$ cat src/rtl/dma_trig_pkg.sv
package dma_trig_pkg;

  typedef enum logic [1:0] {
    SEQ_IDLE = 2'd0,
    SEQ_LOAD = 2'd1,
    SEQ_RUN  = 2'd2
  } seq_state_e;

endpackage

$ cat src/rtl/dma_trig_arb.sv
module dma_trig_arb #(
  parameter int NCH = 4,
  parameter int CHW = (NCH > 1) ? $clog2(NCH) : 1
) (
  input  logic [NCH-1:0] req,
  output logic           any,
  output logic [CHW-1:0] idx,
  output logic [NCH-1:0] onehot
);

  always_comb begin
    any    = |req;
    onehot = req & (~req + NCH'(1));
    idx    = '0;
    for (int i = NCH - 1; i >= 0; i--) begin
      if (req[i]) idx = CHW'(i);
    end
  end

  // at most one channel granted in any cycle
  always_comb begin
    p_one_grant_r10: assert ($onehot0(onehot));
  end

endmodule

$ cat src/rtl/dma_trig_chanctl.sv
module dma_trig_chanctl #(
  parameter int NCH = 4
) (
  input  logic           clk,
  input  logic           rst_n,
  input  logic [NCH-1:0] sw_trig,
  input  logic [NCH-1:0] hw_req,
  input  logic [NCH-1:0] en_set,
  input  logic [NCH-1:0] en_clr,
  input  logic [NCH-1:0] aim,
  input  logic [NCH-1:0] grant_vec,
  input  logic           grant_hw,
  input  logic [NCH-1:0] done_vec,
  input  logic [NCH-1:0] err_vec,
  input  logic           act_src_sw,
  output logic [NCH-1:0] hw_en,
  output logic [NCH-1:0] hw_pend,
  output logic [NCH-1:0] sw_arm,
  output logic [NCH-1:0] ready
);

  logic [NCH-1:0] en_d, en_we;
  logic [NCH-1:0] pend_d, arm_d;

  for (genvar i = 0; i < NCH; i++) begin : g_ch
    always_comb begin
      en_we[i]  = en_set[i] | en_clr[i] | done_vec[i] | err_vec[i];
      en_d[i]   = (hw_en[i] | en_set[i]) & ~en_clr[i]
                  & ~(done_vec[i] & ~aim[i]) & ~err_vec[i];
      pend_d[i] = ((hw_pend[i] & ~(grant_vec[i] & grant_hw))
                   | (hw_req[i] & hw_en[i])) & en_d[i];
      arm_d[i]  = (sw_arm[i] & ~(grant_vec[i] & ~grant_hw))
                  | sw_trig[i]
                  | (done_vec[i] & aim[i] & act_src_sw);
    end

    always_ff @(posedge clk or negedge rst_n) begin
      if (!rst_n) begin
        hw_en[i]   <= 1'b0;
        hw_pend[i] <= 1'b0;
        sw_arm[i]  <= 1'b0;
      end else begin
        if (en_we[i]) hw_en[i] <= en_d[i];
        hw_pend[i] <= pend_d[i];
        sw_arm[i]  <= arm_d[i];
      end
    end

    assign ready[i] = sw_arm[i] | (hw_pend[i] & hw_en[i]);

    // a held hardware request always belongs to an enabled channel
    p_hw_gate_r3: assert property (@(posedge clk) disable iff (!rst_n)
      hw_pend[i] |-> hw_en[i]);

    // completion without auto-initiation drops the enable
    p_auto_clear_r5: assert property (@(posedge clk) disable iff (!rst_n)
      (done_vec[i] && !aim[i]) |=> !hw_en[i]);

    // completion with auto-initiation keeps the enable
    p_aim_keep_r6: assert property (@(posedge clk) disable iff (!rst_n)
      (done_vec[i] && aim[i] && !en_clr[i] && hw_en[i]) |=> hw_en[i]);
  end

endmodule

$ cat src/rtl/dma_trig_pkt.sv
module dma_trig_pkt #(
  parameter int NCH  = 4,
  parameter int CFGW = 16,
  parameter int CHW  = (NCH > 1) ? $clog2(NCH) : 1
) (
  input  logic            clk,
  input  logic            rst_n,
  input  logic            pkt_we,
  input  logic [CHW-1:0]  pkt_sel,
  input  logic [CFGW-1:0] pkt_data,
  input  logic            load,
  input  logic [CHW-1:0]  load_sel,
  output logic [CFGW-1:0] work_cfg
);

  logic [CFGW-1:0] store_q [NCH];

  for (genvar i = 0; i < NCH; i++) begin : g_slot
    logic slot_we;
    assign slot_we = pkt_we && (pkt_sel == CHW'(i));
    always_ff @(posedge clk or negedge rst_n) begin
      if (!rst_n)       store_q[i] <= '0;
      else if (slot_we) store_q[i] <= pkt_data;
    end
  end

  always_ff @(posedge clk or negedge rst_n) begin
    if (!rst_n)    work_cfg <= '0;
    else if (load) work_cfg <= store_q[load_sel];
  end

  // the working copy only changes on a reload
  p_cfg_stable_r11: assert property (@(posedge clk) disable iff (!rst_n)
    !load |=> $stable(work_cfg));

endmodule

$ cat src/rtl/dma_trig_seq.sv
module dma_trig_seq #(
  parameter int NCH  = 4,
  parameter int CFGW = 16,
  parameter int CHW  = (NCH > 1) ? $clog2(NCH) : 1
) (
  input  logic            clk,
  input  logic            rst_n,
  input  logic [NCH-1:0]  sw_trig,
  input  logic [NCH-1:0]  hw_req,
  input  logic [NCH-1:0]  en_set,
  input  logic [NCH-1:0]  en_clr,
  input  logic [NCH-1:0]  aim,
  input  logic            pkt_we,
  input  logic [CHW-1:0]  pkt_sel,
  input  logic [CFGW-1:0] pkt_data,
  input  logic            blk_done,
  input  logic            bus_err,
  output logic            start,
  output logic [CHW-1:0]  act_ch,
  output logic            busy,
  output logic [CFGW-1:0] start_cfg,
  output logic [NCH-1:0]  hw_en,
  output logic [NCH-1:0]  pend
);

  import dma_trig_pkg::*;

  seq_state_e     state_q, state_d;
  logic [CHW-1:0] act_q, act_d;
  logic           src_hw_q, src_hw_d;
  logic           start_d;
  logic           load;

  logic [NCH-1:0] hw_pend, sw_arm, ready;
  logic [NCH-1:0] grant_vec, done_vec, err_vec, arb_onehot;
  logic           arb_any;
  logic [CHW-1:0] arb_idx;

  dma_trig_arb #(.NCH(NCH), .CHW(CHW)) u_arb (
    .req    (ready),
    .any    (arb_any),
    .idx    (arb_idx),
    .onehot (arb_onehot)
  );

  always_comb begin
    state_d   = state_q;
    act_d     = act_q;
    src_hw_d  = src_hw_q;
    start_d   = 1'b0;
    load      = 1'b0;
    grant_vec = '0;
    done_vec  = '0;
    err_vec   = '0;
    case (state_q)
      SEQ_IDLE: begin
        if (arb_any) begin
          state_d   = SEQ_LOAD;
          act_d     = arb_idx;
          src_hw_d  = ~sw_arm[arb_idx];
          grant_vec = arb_onehot;
        end
      end
      SEQ_LOAD: begin
        load    = 1'b1;
        start_d = 1'b1;
        state_d = SEQ_RUN;
      end
      SEQ_RUN: begin
        if (bus_err) begin
          err_vec[act_q] = 1'b1;
          state_d        = SEQ_IDLE;
        end else if (blk_done) begin
          done_vec[act_q] = 1'b1;
          state_d         = SEQ_IDLE;
        end
      end
      default: state_d = SEQ_IDLE;
    endcase
  end

  always_ff @(posedge clk or negedge rst_n) begin
    if (!rst_n) begin
      state_q  <= SEQ_IDLE;
      act_q    <= '0;
      src_hw_q <= 1'b0;
      start    <= 1'b0;
    end else begin
      state_q <= state_d;
      start   <= start_d;
      if (state_q == SEQ_IDLE) begin
        act_q    <= act_d;
        src_hw_q <= src_hw_d;
      end
    end
  end

  dma_trig_chanctl #(.NCH(NCH)) u_chan (
    .clk        (clk),
    .rst_n      (rst_n),
    .sw_trig    (sw_trig),
    .hw_req     (hw_req),
    .en_set     (en_set),
    .en_clr     (en_clr),
    .aim        (aim),
    .grant_vec  (grant_vec),
    .grant_hw   (src_hw_d),
    .done_vec   (done_vec),
    .err_vec    (err_vec),
    .act_src_sw (~src_hw_q),
    .hw_en      (hw_en),
    .hw_pend    (hw_pend),
    .sw_arm     (sw_arm),
    .ready      (ready)
  );

  dma_trig_pkt #(.NCH(NCH), .CFGW(CFGW), .CHW(CHW)) u_pkt (
    .clk      (clk),
    .rst_n    (rst_n),
    .pkt_we   (pkt_we),
    .pkt_sel  (pkt_sel),
    .pkt_data (pkt_data),
    .load     (load),
    .load_sel (act_q),
    .work_cfg (start_cfg)
  );

  assign act_ch = act_q;
  assign busy   = (state_q != SEQ_IDLE);
  assign pend   = hw_pend | sw_arm;

  // start lasts a single cycle
  p_start_pulse_r4: assert property (@(posedge clk) disable iff (!rst_n)
    start |=> !start);

  // a start only ever accompanies a granted, busy channel
  p_start_busy_r10: assert property (@(posedge clk) disable iff (!rst_n)
    start |-> busy);

  // a bus error on the running block clears its enable
  p_bus_err_r8: assert property (@(posedge clk) disable iff (!rst_n)
    (state_q == SEQ_RUN && bus_err) |=> !hw_en[$past(act_q)]);

  // engine reports outside a running block leave the enables alone
  p_idle_ignore_r12: assert property (@(posedge clk) disable iff (!rst_n)
    (state_q != SEQ_RUN && en_set == '0 && en_clr == '0) |=> $stable(hw_en));

endmodule

$ cat config.mk
export PLATFORM = sky130hd
export DESIGN_NAME = dma_trig_seq
export DESIGN_NICKNAME = d
export VERILOG_FILES = /design/src/rtl/dma_trig_pkg.sv /design/src/rtl/dma_trig_arb.sv /design/src/rtl/dma_trig_chanctl.sv /design/src/rtl/dma_trig_pkt.sv /design/src/rtl/dma_trig_seq.sv
export SDC_FILE = /design/constraint.sdc
export NUM_CORES = 1
export LEC_CHECK = 0
export BUFFER_PORTS_ARGS = -buffer_cell sky130_fd_sc_hd__buf_2
export CORE_MARGIN = 10
export CORE_UTILIZATION = 56
export DETAILED_ROUTE_END_ITERATION = 12
export GPL_TIMING_DRIVEN = 0
export PLACE_DENSITY_LB_ADDON = 0.25
export SETUP_SLACK_MARGIN = 0.4
export SLEW_MARGIN = 20
export SYNTH_ARGS = -nofsm -noshare
export SYNTH_HDL_FRONTEND = slang
export SYNTH_SLANG_ARGS = --single-unit
export TNS_END_PERCENT = 50
$ cat constraint.sdc
create_clock -name clk -period 2 [get_ports clk]
set_input_delay 0.6 -clock clk [delete_from_list [all_inputs] [get_ports clk]]
set_output_delay 0.6 -clock clk [all_outputs]
set_load 0.05 [all_outputs]
==> summary.md, run 1 <==
| Metric | Value |
|---|---|
| I/O Pins | `71` |
| Mapped Area | `4368 sq um` |
| Avg Inst Size Synth | `15.01 sq um` |
| Worst-Skew Late Latency | `360 ps` |
| Met3 usage | `0.04640` |
| Vias | `2866` |
| WP data required | `1400 ps` |
| Die area | `11730 sq um` |
| Vias per Instance | `5.675` |
| Overall Power | `7.364 mW` |
| First-pass GRT wire length | `15.08 mm` |
| Hold Path Class | `in -> async` |
| Share of layout cells above drive strength 1 | `0.5732` |
| Asr flop ratio synth | `1.000` |
| Routability congestion estimate from global placement | `0.8478` |
| Post-Place Setup Slack | `22.50 ps` |
| Synth warn | `0` |
| Input/output buffers | `70` |
| CP max-delay cell | `dfrtp_1` |
| Setup_tns | `0 ps` |
| Cells after DPL | `464` |
| Gr ovfl total | `0` |
| Largest net degree at the start of global routing | `66` |
| Reg clk slew, reported paths | `90 ps` |
| CP Max Fanout | `2` |
| Static Leak | `2.444 nW` |
| Setup violators final | `0` |
| Clk buf depth | `2` |
| Commonest non-fill, non-tap cell in the layout | `dfrtp_1` |
| Ant. Diodes | `0` |
| Htree depth | `3` |
| WL final | `9.593 mm` |
| Layout area overhead | `24.58%` |
| Worst Setup End Kind | `output port` |
| VDD IR max | `0.7586 mV` |
| Initial Util | `0.5712` |
| Pwr dens | `1353 nW/um^2` |
| Die Height | `108.3 microns` |
| Clock buffers created by TritonCTS | `9` |
| Status | `finished clean` |
| Max Clock Freq | `570.8 MHz` |
| Seq cells post-synth | `98` |
| Synthesized Nets | `334` |
| Initial antenna violation count | `0` |
| Setup Crit Path Kind | `reg -> out` |
| Gr usage total | `0.1638` |
| Relative slew slack | `0.6900` |
| Startpoint class of the critical path | `flop` |
| Post-synth EDFFs | `0` |
| Busiest grt layer | `met2` |
| Die W | `108.3 microns` |
| GR met2 Demand/Resource | `0.2720` |
| Post-Route Skew | `8.712 ps` |
| Final HPWL DP | `6.370 mm` |
| Number of failing hold endpoints at the final stage | `0` |
| Non-Filler Instances | `505` |
| Slew Viols, Final | `0` |
| NumNets Final | `441` |
| Number of global-route vias before repair | `2950` |
| Top delay family on crit path | `flip-flops` |
| Tcrit/Tclk final | `0.8759` |
| Met1 GRT Util | `0.2029` |
| Crit-path cells | `or2_4 > buf_8` |
| Critical path's largest stage delay | `390 ps` |
| Number of distinct library cells after synthesis | `36` |
| Drt drc | `0` |
| CTS tree | `yes` |
| DR pass1 iterations | `4` |
| Cell count after synthesis | `291` |
| Crit path arrival time | `1150 ps` |
| Root buf cell | `clkbuf_8` |
| Row count | `32` |
| Register area share after synthesis | `0.5614` |
| Core area | `7647 sq um` |
| Most used DFF post-synth | `dfrtp_1` |
| Min cycle time layout | `1752 ps` |
| Final WS setup | `248.1 ps` |
| Worst-Margin Slew | `464.1 ps` |
| Initial DRC count | `104` |
| RSZ-0062 raised after global routing | `true` |
| Post-DR wirelength/cell | `19.00 microns` |
| Sink Count | `98` |
| MaxCap Viol Count | `0` |
| Routed Antenna Nets | `0` |
| Most frequent cells in the layout | `dfrtp_1, mux2_2, buf_2, buf_4, mux4_2` |
| WP buf/inv | `1` |
registers in the layout, summed over array words and instances (netlist names):
signal          count
u_chan.hw_en        4
u_pkt.work_cfg     16
u_pkt.store_q      64
act_ch              2
start               1
u_chan.hw_pend      4
src_hw_q            1
state_q             2
u_chan.sw_arm       4
layer usage:
layer	share of wire	vias up	routed length [microns]
met3	0.051	10	489
met1	0.43	1486	4097
li1	-	1298	-
met5	0	-	0
met4	0.015	0	140
met2	0.51	72	4866
cell type report:
class | instances | area [sq um]
plain buffers | 11 | 106.4
flip-flops and latches | 98 | 2456
clock buffers | 10 | 127.6
well taps | 102 | 127.6
repair buffers | 96 | 714.4
inverters | 5 | 18.77
multi-input cells | 177 | 1848
clock inverters | 6 | 42.54
fillers | 482 | 2206
worst register-to-register path, cell delays in order, from the launching register on:
cell and delay [ps]:
dfrtp_1 400, buf_6 120, buf_6 110, a21boi_2 140, o311a_1 380, o31ai_1 260, a21boi_0 120
cells in the mapped netlist, types with 4 or more instances:
master	count	area [sq um]
a21boi_0	5	37.54
a21oi_1	11	55.05
buf_2	5	25.02
dfrtp_1	98	2452
inv_1	5	18.77
mux2_2	66	743.2
mux2_4	13	195.2
mux4_2	14	315.3
nand2_1	13	48.80
nand3_1	4	20.02
nor2_1	10	37.54
nor2b_1	4	25.02
or2_2	4	25.02
logic make-up after synthesis:
logic type | Yosys count | synth area share
mux | 97 | 0.3042
simple gates | 47 | 0.05786
buf+inv | 16 | 0.02406
flops | 98 | 0.5614
compound gates | 33 | 0.05242
metrics by stage:
stage,instance area (sq um),hold slack (ps),utilization
final,5441,119.7,0.7116
after global routing,5441,118.7,0.7116
after CTS,5251,120.5,0.6867
after detailed placement,4882,474.3,0.6384
after global placement,4848,466.1,0.6340
after floorplan,4370,304.4,-
final timing paths:
check / startpoint / endpoint / slack [ps] / cells after the start
setup / recovery: u_chan.hw_pend[0] / pend[0] / 250 / 2
hold / removal: rst_n / u_chan.hw_en[2] / 120 / 1
setup reg to reg: u_chan.sw_arm[3] / u_chan.hw_pend[1] / 340 / 6
hold reg to reg: u_pkt.store_q[60] / u_pkt.store_q[60] / 490 / 1
max in group asynchronous: rst_n / u_pkt.store_q[38] / 1270 / 2
min in group clk: en_clr[2] / u_chan.hw_en[2] / 400 / 2
timing repair:
| action | 4_1_cts | 5_1_grt |
|---|---|---|
| endpoints found under the setup margin | 26 | 59 |
| pin swaps | 3 | 5 |
| hold buffers | 0 | 0 |
| cloned | 0 | 2 |
| resized for setup | 28 | 39 |
| buffers inserted | 16 | 7 |
| hold endpoints to repair | 0 | 0 |
power breakdown:
part	internal (mW)	switching, mW
clock network	0.455	0.678
logic	1.64	1.81
registers	2.49	0.289
total	4.58	2.78
(Power assumes the default switching activity.)
==> run 2, diff against run 1 <==
--- a/config.mk
+++ b/config.mk
@@ -10,7 +10,7 @@
 export CORE_UTILIZATION = 56
 export DETAILED_ROUTE_END_ITERATION = 12
 export GPL_TIMING_DRIVEN = 0
-export PLACE_DENSITY_LB_ADDON = 0.25
+export PLACE_DENSITY = 0.79
 export SETUP_SLACK_MARGIN = 0.4
 export SLEW_MARGIN = 20
 export SYNTH_ARGS = -nofsm -noshare
==> run 2 against run 1 <==
  * Core utilization up 0.16 points
  * Critical path depth up 1
  * Largest cell class unchanged
  * Total power up 4.3%
==> summary.md, run 2 (synthesized netlist as in run 1, its figures left out) <==
| Metric | Value |
|---|---|
| Post-Route Skew | `5.794 ps` |
| Vias | `2874` |
| Routed Antenna Nets | `0` |
| Biggest regs | `u_pkt.store_q x64, u_pkt.work_cfg x16` |
| Input/output buffers | `70` |
| Overall Power | `7.678 mW` |
| Number of failing hold endpoints at the final stage | `0` |
| Status | `finished clean` |
| Startpoint class of the critical path | `flop` |
| Layout area overhead | `24.86%` |
| Largest register FFs | `64` |
| Max Clock Freq | `559.4 MHz` |
| Setup_tns | `0 ps` |
| VDD IR max | `0.7634 mV` |
| Critical path's largest stage delay | `410 ps` |
| Sink Count | `98` |
| Ant. Diodes | `0` |
| CP Max Fanout | `5` |
| Final HPWL DP | `6.473 mm` |
| Reg clk slew, reported paths | `90 ps` |
| RSZ-0062 raised after global routing | `true` |
| Initial Util | `0.5712` |
| Die area | `11730 sq um` |
| Final WS setup | `212.3 ps` |
| Top delay family on crit path | `flip-flops` |
| Clock buffers created by TritonCTS | `9` |
| Slew Viols, Final | `0` |
| Core area | `7647 sq um` |
| Die Height | `108.3 microns` |
| Static Leak | `2.442 nW` |
| DR pass1 iterations | `4` |
| Most frequent cells in the layout | `dfrtp_1, mux2_2, buf_2, buf_4, mux4_2` |
| CP max-delay cell | `dfrtp_1` |
| CTS tree | `yes` |
| Share of layout cells above drive strength 1 | `0.5750` |
| Worst-Skew Late Latency | `370 ps` |
| Tcrit/Tclk final | `0.8939` |
| Relative slew slack | `0.7038` |
| MaxCap Viol Count | `0` |
| Hold Path Class | `in -> async` |
| Drt drc | `0` |
| Commonest non-fill, non-tap cell in the layout | `dfrtp_1` |
| I/O Pins | `71` |
| Gr usage total | `0.1663` |
| Top reg by flops | `u_pkt.store_q` |
| Cts-stage hold buffer count | `0` |
| Gr ovfl total | `0` |
| Initial antenna violation count | `0` |
| Row count | `32` |
| Setup violators final | `0` |
| Routability congestion estimate from global placement | `0.8448` |
| Post-DR wirelength/cell | `19.48 microns` |
| Initial DRC count | `133` |
| Root buf cell | `clkbuf_8` |
| NumNets Final | `438` |
| Largest net degree at the start of global routing | `62` |
| First-pass GRT wire length | `15.00 mm` |
| Worst Setup End Kind | `output port` |
| Number of global-route vias before repair | `3007` |
| WL final | `9.781 mm` |
| WP buf/inv | `2` |
| Crit-path cells | `nor2_2 > inv_2 > buf_6` |
| Post-Place Setup Slack | `24.06 ps` |
| Clk buf depth | `2` |
| Die W | `108.3 microns` |
| Core Util, Final | `0.7132` |
| Non-Filler Instances | `502` |
| Vias per Instance | `5.725` |
| WP data required | `1400 ps` |
| Setup Crit Path Kind | `reg -> out` |
| Worst-Margin Slew | `440.2 ps` |
| Min cycle time layout | `1788 ps` |
| Htree depth | `3` |
| Cells after DPL | `464` |
| Pwr dens | `1408 nW/um^2` |
| Crit path arrival time | `1190 ps` |
run 2: area by class of cell:
cell class	instances	area (sq um)
timing repair buffer	93	679.4
clock buffer	11	131.4
sequential	98	2456
fill	520	2193
buffer	11	107.6
clock inverter	5	78.83
inverter	5	18.77
multi-input combinational	177	1854
tap	102	127.6
run 2: routing by layer:
metal / vias up / share of wire / GRT usage
li1: 1288 / - / -
met1: 1488 / 0.41 / 0.1978
met2: 82 / 0.51 / 0.2746
met3: 16 / 0.058 / 0.05413
met4: 0 / 0.015 / 0.06591
met5: - / 0 / 0
run 2: per-stage QoR:
step | hold WS, ps | instance area (sq um)
finish | 117.2 | 5454
global route | 132.4 | 5454
CTS | 127.2 | 5319
detailed placement | 476.7 | 4882
global placement | 463.2 | 4848
floorplan | 304.4 | 4370
run 2: worst reg2reg max path, cell delays in order, from the launching register on:
cell     delay (ps)
dfrtp_2         410
buf_8           130
buf_12          100
buf_12          110
mux4_2          510
mux2_4          270
run 2: worst paths after layout:
check	startpoint	cells past startpoint	end	slack (ps)
max reg2reg	act_ch[0]	5	u_pkt.work_cfg[14]	350
max in group asynchronous	rst_n	2	u_pkt.store_q[19]	1290
min	rst_n	1	u_chan.hw_en[0]	120
min reg2reg	u_pkt.store_q[61]	1	u_pkt.store_q[61]	500
max	state_q[0]	3	busy	210
min in group clk	en_clr[2]	2	u_chan.hw_en[2]	380
run 2: power by group:
group | switching, mW | internal, mW
sequential | 0.288 | 2.49
combinational | 1.87 | 1.65
clock | 0.676 | 0.704
run 2: timing repair:
action                     in CTS  in global routing
pin swaps                       4                  5
setup endpoints to repair      29                 55
gates cloned                    1                  0
resized for setup              31                 23
setup buffers                  14                  7
==> run 3, diff against run 2 <==
--- a/config.mk
+++ b/config.mk
@@ -5,13 +5,13 @@
 export SDC_FILE = /design/constraint.sdc
 export NUM_CORES = 1
 export LEC_CHECK = 0
-export BUFFER_PORTS_ARGS = -buffer_cell sky130_fd_sc_hd__buf_2
+export BUFFER_PORTS_ARGS = -buffer_cell sky130_fd_sc_hd__buf_4
 export CORE_MARGIN = 10
 export CORE_UTILIZATION = 56
 export DETAILED_ROUTE_END_ITERATION = 12
 export GPL_TIMING_DRIVEN = 0
 export PLACE_DENSITY = 0.79
-export SETUP_SLACK_MARGIN = 0.4
+export SETUP_SLACK_MARGIN = 0.1
 export SLEW_MARGIN = 20
 export SYNTH_ARGS = -nofsm -noshare
 export SYNTH_HDL_FRONTEND = slang
==> run 3 against run 2 <==
  * Total power fell by 4.6%
  * Largest power group unchanged
  * Fmax down 4.7%
  * Die area unchanged
  * Sequential share of layout area up 1.5 points
  * Core utilization is 2.4 points lower
  * Global-route usage fell by 0.59 points
  * Routed wire length down 7.6%
  * Largest cell class unchanged
  * Sequential power is essentially flat
  * Highest routed layer unchanged
==> summary.md, run 3 (synthesized netlist as in run 1, its figures left out) <==
| Metric | Value |
|---|---|
| I/O Pins | `71` |
| Setup_tns | `0 ps` |
| WL final | `9.038 mm` |
| Layout area overhead | `20.65%` |
| Row count | `32` |
| Root buf cell | `clkbuf_8` |
| WP data required | `1400 ps` |
| Reg clk slew, reported paths | `90 ps` |
| Worst Setup End Kind | `output port` |
| Max Clock Freq | `533.1 MHz` |
| Worst-Margin Slew | `867.7 ps` |
| Worst R2R End | `u_pkt.work_cfg[14]` |
| Relative slew slack | `0.4215` |
| Sink Count | `98` |
| Cts-stage hold buffer count | `0` |
| Die W | `108.3 microns` |
| CTS tree | `yes` |
| Most frequent cells in the layout | `dfrtp_1, buf_4, mux2_2, mux4_2` |
| CP Max Fanout | `4` |
| Gr ovfl total | `0` |
| Startpoint class of the critical path | `flop` |
| VDD IR max | `0.8683 mV` |
| Worst reg2reg startpoint | `act_ch[1]` |
| Crit path arrival time | `1280 ps` |
| Overall Power | `7.326 mW` |
| Initial DRC count | `115` |
| CP max-delay cell | `dfrtp_1` |
| R2R depth | `3` |
| Initial antenna violation count | `0` |
| WP buf/inv | `1` |
| Top reg by flops | `u_pkt.store_q` |
| Setup violators final | `0` |
| MaxCap Viol Count | `0` |
| NumNets Final | `416` |
| Post-Route Skew | `11.79 ps` |
| Top delay family on crit path | `flip-flops` |
| Number of global-route vias before repair | `2897` |
| Htree depth | `3` |
| Input/output buffers | `70` |
| DR pass1 iterations | `4` |
| Pwr dens | `1390 nW/um^2` |
| Static Leak | `2.338 nW` |
| Largest register FFs | `64` |
| Final WS setup | `124.3 ps` |
| Gr usage total | `0.1604` |
| RSZ-0062 raised after global routing | `true` |
| Vias | `2719` |
| Final HPWL DP | `6.486 mm` |
| Worst-Skew Late Latency | `370 ps` |
| Commonest non-fill, non-tap cell in the layout | `dfrtp_1` |
| Hold Path Class | `in -> async` |
| Crit-path cells | `or2_2 > buf_4` |
| Initial Util | `0.5712` |
| Ant. Diodes | `0` |
| Share of layout cells above drive strength 1 | `0.5212` |
| Routed Antenna Nets | `0` |
| Non-Filler Instances | `480` |
| Post-Place Setup Slack | `29.70 ps` |
| Core area | `7647 sq um` |
| Die Height | `108.3 microns` |
| Status | `finished clean` |
| Reg2Reg Setup Slack | `220 ps` |
| Setup Crit Path Kind | `reg -> out` |
| Clk buf depth | `2` |
| Drt drc | `0` |
| Min cycle time layout | `1876 ps` |
| Vias per Instance | `5.665` |
| Post-DR wirelength/cell | `18.83 microns` |
| Critical path's largest stage delay | `420 ps` |
| First-pass GRT wire length | `14.75 mm` |
| Largest net degree at the start of global routing | `99` |
| Die area | `11730 sq um` |
| Slew Viols, Final | `0` |
| Clock buffers created by TritonCTS | `9` |
| Routability congestion estimate from global placement | `0.8412` |
| Biggest regs | `u_pkt.store_q x64, u_pkt.work_cfg x16` |
| Number of failing hold endpoints at the final stage | `0` |
| Cells after DPL | `463` |
| Tcrit/Tclk final | `0.9378` |
==> run 3: cell count changes in the layout (fill, tap and decap cells not counted), moves of 5 or more <==
cell,change
buf_6,-5
buf_4,+47
buf_2,-55
buf_8,-5
==> run 3: cell type report <==
| type | count | area [sq um] |
|---|---|---|
| Buffer | 11 | 86.33 |
| Timing Repair Buffer | 71 | 548.0 |
| Inverter | 5 | 18.77 |
| Fill cell | 547 | 2377 |
| Tap cell | 102 | 127.6 |
| Clock buffer | 11 | 141.4 |
| Sequential cell | 98 | 2452 |
| Clock inverter | 5 | 77.57 |
| Multi-Input combinational cell | 177 | 1818 |
==> run 3: routing by layer <==
layer,global-route usage,vias up,share of wire
met5,0,-,0
met4,0.05838,0,0.013
met3,0.04402,12,0.054
met2,0.2647,71,0.51
met1,0.1983,1399,0.43
li1,-,1237,-
==> run 3: power by group <==
group / switching (mW) / internal, mW / leakage, nW
clock network: 0.648 / 0.735 / 0.109
logic: 1.69 / 1.44 / 1.06
registers: 0.324 / 2.48 / 1.17
total: 2.67 / 4.66 / 2.34
==> run 3: timing repair <==
action,CTS,global route
gates resized for setup,1,5
pin swaps,1,0
endpoints found under the setup margin,2,5
buffers inserted,1,0
==> run 3: worst max path at each step <==
stage / startpoint / to / slack, ps / cells past startpoint
2_1_floorplan: act_ch[0] / u_pkt.work_cfg[11] / 180 / 4
3_3_place_gp: pkt_sel[0] / u_pkt.store_q[38] / 40 / 4
3_5_place_dp: pkt_sel[0] / u_pkt.store_q[38] / 30 / 4
4_1_cts: u_chan.hw_pend[0] / pend[0] / 100 / 2
5_1_grt: u_chan.sw_arm[2] / pend[2] / 80 / 2
6_report: u_chan.sw_arm[2] / pend[2] / 120 / 2
==> run 3: per-stage QoR <==
stage	hold WS [ps]	util	cell area [sq um]
5_1_grt	379.2	0.6891	5270
4_1_cts	361.6	0.6870	5254
6_report	308.6	0.6891	5270
3_3_place_gp	466.2	0.6566	5021
3_5_place_dp	477.2	0.6571	5025
2_1_floorplan	304.4	-	4368
